**src/rtl/aer_rx_pkg.sv**
```systemverilog
package aer_rx_pkg;

    localparam int ADDR_W   = 10;
    localparam int IDX_W    = 8;
    localparam int WGT_W    = 4;
    localparam int VNEUR_W  = 4;
    localparam int PFX_W    = ADDR_W - IDX_W;

    localparam logic [PFX_W-1:0] PFX_SPIKE = 2'b00;
    localparam logic [PFX_W-1:0] PFX_LEAK  = 2'b01;
    localparam logic [PFX_W-1:0] PFX_VIRT  = 2'b10;

    localparam logic [IDX_W-1:0] IDX_BROADCAST = {IDX_W{1'b1}};

    typedef enum logic [1:0] {
        EVT_SPIKE    = 2'd0,
        EVT_VIRTUAL  = 2'd1,
        EVT_LEAK_ONE = 2'd2,
        EVT_LEAK_ALL = 2'd3
    } evt_kind_e;

    typedef struct packed {
        evt_kind_e               kind;
        logic [IDX_W-1:0]        index;
        logic signed [WGT_W-1:0] weight;
        logic                    to_sched;
    } evt_t;

    typedef struct packed {
        logic defined;
        evt_t evt;
    } dec_t;

    typedef enum logic [1:0] {
        HS_IDLE  = 2'd0,
        HS_OFFER = 2'd1,
        HS_ACK   = 2'd2
    } hs_state_e;

    // Classify one raw link address.
    function automatic dec_t classify(input logic [ADDR_W-1:0] a);
        dec_t d;
        logic [IDX_W-1:0] low;
        low = a[IDX_W-1:0];
        d = '0;
        d.defined = 1'b1;
        unique case (a[ADDR_W-1 -: PFX_W])
            PFX_VIRT: begin
                d.evt.kind     = EVT_VIRTUAL;
                d.evt.index    = IDX_W'(a[VNEUR_W-1:0]);
                d.evt.weight   = a[VNEUR_W+WGT_W-1:VNEUR_W];
                d.evt.to_sched = 1'b1;
            end
            PFX_LEAK: begin
                if (low == IDX_BROADCAST) begin
                    d.evt.kind  = EVT_LEAK_ALL;
                    d.evt.index = '0;
                end else begin
                    d.evt.kind  = EVT_LEAK_ONE;
                    d.evt.index = low;
                end
                d.evt.to_sched = 1'b0;
            end
            PFX_SPIKE: begin
                d.evt.kind     = EVT_SPIKE;
                d.evt.index    = low;
                d.evt.to_sched = 1'b1;
            end
            default: begin
                d.defined = 1'b0;
            end
        endcase
        return d;
    endfunction

endpackage

```
**src/rtl/aer_rx_sync.sv**
```systemverilog
module aer_rx_sync #(
    parameter int STAGES = 2
) (
    input  logic clk,
    input  logic rst,
    input  logic async_i,
    output logic sync_o
);
    logic [STAGES-1:0] chain;

    generate
        for (genvar i = 0; i < STAGES; i++) begin : g_stage
            if (i == 0) begin : g_first
                always_ff @(posedge clk) begin
                    if (rst) chain[0] <= 1'b0;
                    else     chain[0] <= async_i;
                end
            end else begin : g_next
                always_ff @(posedge clk) begin
                    if (rst) chain[i] <= 1'b0;
                    else     chain[i] <= chain[i-1];
                end
            end
        end
    endgenerate

    assign sync_o = chain[STAGES-1];
endmodule

```
**src/rtl/aer_rx_classify.sv**
```systemverilog
module aer_rx_classify
    import aer_rx_pkg::*;
(
    input  logic [ADDR_W-1:0] addr_i,
    output dec_t              dec_o
);
    always_comb begin
        dec_o = classify(addr_i);
    end
endmodule

```
**src/rtl/aer_rx_hs_fsm.sv**
```systemverilog
module aer_rx_hs_fsm
    import aer_rx_pkg::*;
(
    input  logic clk,
    input  logic rst,
    input  logic req_sync_i,
    input  dec_t dec_i,
    input  logic ready_i,
    output logic valid_o,
    output logic ack_o,
    output evt_t evt_o
);
    hs_state_e state;
    evt_t      held;

    // The decoded event is captured on the edge where the synchronized
    // request is first seen, so later address changes are ignored.
    always_ff @(posedge clk) begin
        if (rst) begin
            state <= HS_IDLE;
            held  <= '0;
        end else begin
            unique case (state)
                HS_IDLE: begin
                    if (req_sync_i) begin
                        held  <= dec_i.defined ? dec_i.evt : '0;
                        state <= dec_i.defined ? HS_OFFER : HS_ACK;
                    end
                end
                HS_OFFER: begin
                    if (ready_i) state <= HS_ACK;
                end
                HS_ACK: begin
                    if (!req_sync_i) state <= HS_IDLE;
                end
                default: state <= HS_IDLE;
            endcase
        end
    end

    assign valid_o = (state == HS_OFFER);
    assign ack_o   = (state == HS_ACK);
    assign evt_o   = held;
endmodule

```
**src/rtl/aer_rx_decoder.sv**
```systemverilog
module aer_rx_decoder
    import aer_rx_pkg::*;
#(
    parameter int SYNC_STAGES = 2
) (
    input  logic                    clk,
    input  logic                    rst,
    input  logic                    aer_req_i,
    input  logic [ADDR_W-1:0]       aer_addr_i,
    output logic                    aer_ack_o,
    output logic                    evt_valid_o,
    input  logic                    evt_ready_i,
    output logic [1:0]              evt_kind_o,
    output logic [IDX_W-1:0]        evt_index_o,
    output logic signed [WGT_W-1:0] evt_weight_o,
    output logic                    evt_sched_o
);
    logic req_sync;
    dec_t dec;
    evt_t evt;

    aer_rx_sync #(.STAGES(SYNC_STAGES)) u_sync (
        .clk     (clk),
        .rst     (rst),
        .async_i (aer_req_i),
        .sync_o  (req_sync)
    );

    aer_rx_classify u_classify (
        .addr_i (aer_addr_i),
        .dec_o  (dec)
    );

    aer_rx_hs_fsm u_fsm (
        .clk        (clk),
        .rst        (rst),
        .req_sync_i (req_sync),
        .dec_i      (dec),
        .ready_i    (evt_ready_i),
        .valid_o    (evt_valid_o),
        .ack_o      (aer_ack_o),
        .evt_o      (evt)
    );

    assign evt_kind_o   = evt.kind;
    assign evt_index_o  = evt.index;
    assign evt_weight_o = evt.weight;
    assign evt_sched_o  = evt.to_sched;
endmodule

```
**config.mk**
```make
export PLATFORM = sky130hd
export DESIGN_NAME = aer_rx_decoder
export DESIGN_NICKNAME = d
export VERILOG_FILES = /design/src/rtl/aer_rx_pkg.sv /design/src/rtl/aer_rx_sync.sv /design/src/rtl/aer_rx_classify.sv /design/src/rtl/aer_rx_hs_fsm.sv /design/src/rtl/aer_rx_decoder.sv
export SDC_FILE = /design/constraint.sdc
export NUM_CORES = 1
export LEC_CHECK = 0
export ABC_AREA = 1
export BUFFER_PORTS_ARGS = -buffer_cell sky130_fd_sc_hd__buf_2
export CAP_MARGIN = 20
export CORE_UTILIZATION = 46
export CTS_CLUSTER_SIZE = 10
export DETAILED_ROUTE_END_ITERATION = 8
export GPL_ROUTABILITY_DRIVEN = 0
export GPL_TIMING_DRIVEN = 0
export PLACE_DENSITY = 0.76
export SETUP_SLACK_MARGIN = 0.4
export SLEW_MARGIN = 20
export SYNTH_ARGS = -nofsm -noshare
export SYNTH_HDL_FRONTEND = slang
export SYNTH_SLANG_ARGS = --single-unit
export TNS_END_PERCENT = 10
```
**constraint.sdc**
```tcl
create_clock -name clk -period 1.4 [get_ports clk]
set_input_delay 0.28 -clock clk [delete_from_list [all_inputs] [get_ports clk]]
set_output_delay 0.28 -clock clk [all_outputs]
set_load 0.02 [all_outputs]
```
==> metrics.cfg, run 1 <==
[routing]
drt-initial-drc-count=27
drc_errors=4
routedWlPerCell_um=11.2
vias_per_cell=5.03
firstDrtPassIters=6
routed_wl_mm=1.77
vias=795
antenna_left=0

[outcome]
failed_checks=design-rule violations
status=finished, violations left

[global_route]
grt_pass1_wl_mm=2.65
first_global_vias=658
overflow=0
grt_max_degree=11
antenna_found_initial=0
gr-usage-all-layers=0.188

[sta]
final-hold-violation-count=0
final.period_utilization=0.876
fin_crit_ns=1.23
finClkSkew_ns=0.00385
fmax_ghz=0.816
finalMaxSlewViolations=0
slew_headroom=0.701
setup_viol_count_final=0
setup-tns-final_ns=0
rsz0062_at_grt=true
worstMarginPinSlew_ns=0.449
holdWs_ns=0.188

[final_layout]
area_delta_synth_final_pct=35.9
multi_input_area_um2=364
drive_above_1_share=0.387
layout_common_cells=28 x buf_2, 21 x nand2_1, 17 x dfxtp_1, 13 x a21oi_1, 11 x nand3_1
final_area_um2=1070
register_area_um2=385
nNetsFinal=157
diodes=0
fin_cells=158
fillers=144
final_common_cell=buf_2

[power_and_ir_drop]
power_density_nw_per_um2=925
vdd_drop_max_mv=0.622
p_leak_nw=0.518

[clock_tree]
cts_root_buf=clkbuf_4
cts_tree=built
insertion_delay_ns=0.29
htreeDepth=1
clkSinkCount=19
clk_path_buf_depth=2
clk_pin_slew_ns=0.11
cts-buffers-inserted=3

[floorplanning]
io_pins=31
die_height_um=43.4
die_w_um=43.4
dieArea_um2=1880
rows=14
initial_core_util=0.506
core_area_um2=1560

[place]
io_buffers=30
place_inst=149
dpl_cell_area_um2=961
hpwl_mm=1.26

[synthesis]
avgSynthCellArea_um2=7.65
seq_area_frac_synth=0.483
synth-seq-cells=19
synth_area_um2=788
syn-num-nets=117
ys_warn_count=0
syn_inst=103
synth_cell_types=16

[worst_setup_path]
startpoint_type=flop
crit_arrival_ns=1.45
crit_type=flop to flop
end_kind=flop
path_max_fanout=6
cp.required_ns=1.63

[hold_path]
hold_path.class=input pin to flop

[run]
drv_cap=0

==> repair_timing <==
| action | CTS | global route |
|---|---|---|
| resized for setup | 11 | 7 |
| buffers inserted | 2 | 3 |
| endpoints found under the setup margin | 31 | 33 |
| pin swaps | 1 | 1 |
| hold buffers | 0 | 0 |
==> Yosys cell counts <==
cell,instances,area [um2]
o21ai_2,1,8.76
o21ai_1,5,25.0
inv_2,1,3.75
o21a_1,1,7.51
a22oi_1,2,15.0
nand2_1,22,82.6
nand3_1,11,55.1
a21oi_1,13,65.1
dfxtp_1,19,380
nor2_2,1,6.26
buf_6,2,22.5
nand2_4,1,11.3
nor2_1,11,41.3
nor2_4,2,22.5
inv_1,10,37.5
clkbuf_1,1,3.75
==> where the power goes <==
group          internal, mW  switching (mW)  total (mW)
clock                 0.111           0.165       0.275
sequential            0.557          0.0106       0.568
combinational        0.0609          0.0863       0.147
total                 0.729           0.262       0.990
==> stage by stage <==
stage	setup slack, ns	utilization	total power [mW]
after floorplan	0.365	-	0.659
after global placement	0.241	0.616	0.708
after detailed placement	0.235	0.616	0.711
after CTS	0.195	0.659	0.978
after global routing	0.121	0.687	1.03
final	0.174	0.687	0.990
==> metal layers <==
layer,part of all wire,up-vias,wire length (um),track usage
met5,0,-,0,0
met4,0.0057,0,10,0.0938
met3,0.054,2,96,0.0250
met2,0.46,27,808,0.291
met1,0.48,353,849,0.259
li1,-,413,-,-
==> state kept, by name, indices dropped and copies added, names as in the netlist <==
name           flops
u_fsm.evt_o       15
u_fsm.state        2
u_sync.chain       1
u_sync.sync_o      1
==> final timing paths <==
| path | end | start | slack, ns | cells past startpoint |
|---|---|---|---|---|
| max | u_fsm.evt_o[11] | u_fsm.state[1] | 0.17 | 8 |
| min | u_sync.chain[0] | aer_req_i | 0.19 | 3 |
| max reg2reg | u_fsm.evt_o[11] | u_fsm.state[1] | 0.17 | 8 |
| min reg2reg | u_sync.sync_o | u_sync.chain[0] | 0.41 | 2 |
==> worst max-delay path: stages (launching register included) <==
cell     delay, ns
dfxtp_2       0.34
buf_6         0.11
nor2_4        0.13
nand2_4       0.09
inv_2         0.08
buf_6         0.12
buf_6         0.11
o21ai_2       0.05
a21oi_1       0.12
==> logic make-up (layout without fill, tap and decap cells) <==
family,after synthesis,count (layout),share of synthesized area
AO/OA/AOI/OAI,22,22,0.154
flip-flops,19,19,0.483
buffers and inverters,14,53,0.0857
AND/OR/NAND/NOR,48,48,0.278
==> layout make-up <==
class | instances | share of cell area
buffer | 3 | 0.0245
sequential | 19 | 0.360
inverter | 11 | 0.0386
timing repair buffer | 35 | 0.194
clock buffer | 4 | 0.0245
multi-input combinational | 70 | 0.340
tap | 16 | 0.0187
(Power assumes the default switching activity.)
==> run 2: changes to the inputs <==
==> constraint.sdc (replaced) <==
create_clock -name clk -period 1.4 [get_ports clk]
set_input_delay 0.28 -clock clk [delete_from_list [all_inputs] [get_ports clk]]
set_output_delay 0.28 -clock clk [all_outputs]
set_load 0.005 [all_outputs]
==> metrics.cfg, run 2 (synthesis results as in run 1) <==
[outcome]
status=finished, violations left  ; unchanged
failed_checks=design-rule violations  ; unchanged

[power_and_ir_drop]
power_density_nw_per_um2=917  ; was 925 nW/um2
p_leak_nw=0.514  ; was 0.518 nW
p_total_mw=0.973  ; was 0.990 mW
vdd_drop_max_mv=0.762  ; was 0.622 mV

[final_layout]
multi_input_area_um2=374  ; was 364 um2
final_util=0.681  ; was 0.687
register_area_um2=385  ; unchanged
fillers=137  ; was 144
area_delta_synth_final_pct=34.6  ; was 35.9%
diodes=0  ; unchanged
layout_common_cells=30 x buf_2, 21 x nand2_1, 17 x dfxtp_1, 12 x a21oi_1  ; was 28 x buf_2, 21 x nand2_1, 17 x dfxtp_1, 13 x a21oi_1, 11 x nand3_1
nNetsFinal=157  ; unchanged
final_area_um2=1060  ; was 1070 um2
final_common_cell=buf_2  ; unchanged
fin_cells=158  ; unchanged
drive_above_1_share=0.394  ; was 0.387
largest_reg_flops=15  ; unchanged

[sta]
final-hold-violation-count=0  ; unchanged
fmax_ghz=0.844  ; was 0.816 GHz
final.period_utilization=0.846  ; was 0.876
setup_viol_count_final=0  ; unchanged
slew_headroom=0.692  ; was 0.701
finClkSkew_ns=0.00371  ; was 0.00385 ns
setup-tns-final_ns=0  ; unchanged
holdWs_ns=0.197  ; was 0.188 ns
fin_crit_ns=1.18  ; was 1.23 ns
worstMarginPinSlew_ns=0.462  ; was 0.449 ns
finalWorstSetupSlack_ns=0.215  ; was 0.174 ns
finalMaxSlewViolations=0  ; unchanged
rsz0062_at_grt=true  ; unchanged

[routing]
drc_errors=4  ; unchanged
routed_wl_mm=1.70  ; was 1.77 mm
vias_per_cell=5.04  ; was 5.03
antenna_left=0  ; unchanged
vias=797  ; was 795
routedWlPerCell_um=10.8  ; was 11.2 um
drt-initial-drc-count=29  ; was 27
firstDrtPassIters=6  ; unchanged

[clock_tree]
htreeDepth=1  ; unchanged
cts_root_buf=clkbuf_4  ; unchanged
cts-buffers-inserted=3  ; unchanged
clk_pin_slew_ns=0.11  ; about the same
clkSinkCount=19  ; unchanged
insertion_delay_ns=0.30  ; was 0.29 ns
clk_path_buf_depth=2  ; unchanged
cts_tree=built  ; unchanged

[global_route]
first_global_vias=699  ; was 658
overflow=0  ; unchanged
antenna_found_initial=0  ; unchanged
gr-usage-all-layers=0.197  ; was 0.188
grt_max_degree=11  ; unchanged
grt_pass1_wl_mm=2.77  ; was 2.65 mm

[worst_setup_path]
crit_arrival_ns=0.90  ; was 1.45 ns
critical_path_cell_count=3  ; was 8
r2r_slack_ns=0.23  ; was 0.17 ns
critPathLaunch=u_fsm.state[0]  ; was u_fsm.state[1]
reg2reg_to=u_fsm.evt_o[2]  ; was u_fsm.evt_o[11]
cp_num_buf_inv=2  ; was 4
path_delay_family=flip-flops  ; was buffers and inverters
end_kind=output pin  ; was flop
crit_chain=nand2_2 > inv_2 > buf_2  ; was buf_6 > nor2_4 > nand2_4 > inv_2 > buf_6 > buf_6 > o21ai_2 > a21oi_1
crit_slowest_cell=dfxtp_4  ; was dfxtp_2
cpPeakStageDelay_ns=0.40  ; was 0.34 ns
startpoint_type=flop  ; unchanged
path_max_fanout=3  ; was 6
crit_type=flop to output pin  ; was flop to flop
endpoint=evt_valid_o  ; was u_fsm.evt_o[11]
reg2reg_from=u_fsm.state[1]  ; unchanged
r2r_cells=6  ; was 8
cp.required_ns=1.12  ; was 1.63 ns

[hold_path]
hold_depth=2  ; was 3
hold_path.class=input pin to flop  ; unchanged

[run]
drv_cap=0  ; unchanged

[floorplanning]
die_w_um=43.4  ; unchanged
initial_core_util=0.506  ; unchanged
dieArea_um2=1880  ; unchanged
die_height_um=43.4  ; unchanged
io_pins=31  ; unchanged
rows=14  ; unchanged
core_area_um2=1560  ; unchanged

[place]
place_inst=149  ; unchanged
hpwl_mm=1.25  ; was 1.26 mm
io_buffers=30  ; unchanged
dpl_cell_area_um2=970  ; was 961 um2
place_ws_ns=0.221  ; was 0.235 ns

-- run 2: cell counts in the layout (fill, tap and decap cells not counted) --
Identical to the previous run, type by type.
-- run 2: layer usage --
metal | up-vias | global-route usage | part of all wire
met3 | 4 | 0.0250 | 0.051
met5 | - | 0 | 0
met1 | 360 | 0.249 | 0.48
met2 | 23 | 0.333 | 0.45
li1 | 410 | - | -
met4 | 0 | 0.0938 | 0.018
-- run 2: worst register-to-register path, delay by kind of cell, from the launching register on --
family	cells	cell delay (ns)
simple gates	3	0.26
flops	1	0.34
compound gates	1	0.17
buf+inv	2	0.29
-- run 2: where the power goes --
part / total [mW] / internal (mW) / switching [mW]
clock: 0.280 / 0.111 / 0.169
sequential: 0.567 / 0.557 / 0.0100
combinational: 0.127 / 0.0572 / 0.0694
-- run 2: how the worst min path moves through the flow --
stage	startpoint	to	slack, ns
finish	rst	u_fsm.evt_o[3]	0.20
global route	rst	u_fsm.evt_o[14]	0.19
CTS	rst	u_fsm.evt_o[3]	0.20
detailed placement	u_sync.chain[0]	u_sync.sync_o	0.40
global placement	u_sync.chain[0]	u_sync.sync_o	0.39
floorplan	rst	u_fsm.evt_o[14]	0.35
-- run 2: area by class of cell --
type,instances,share of cell area
inverter,11,0.0389
tap,16,0.0189
clock buffer,4,0.0248
multi-input combinational,70,0.353
buffer,3,0.0248
timing repair buffer,35,0.177
sequential,19,0.363
-- run 2: timing repair --
action,in CTS,in global routing
setup endpoints to repair,31,33
resized for setup,8,2
hold buffers,0,0
buffers inserted,4,1
pin swaps,2,0
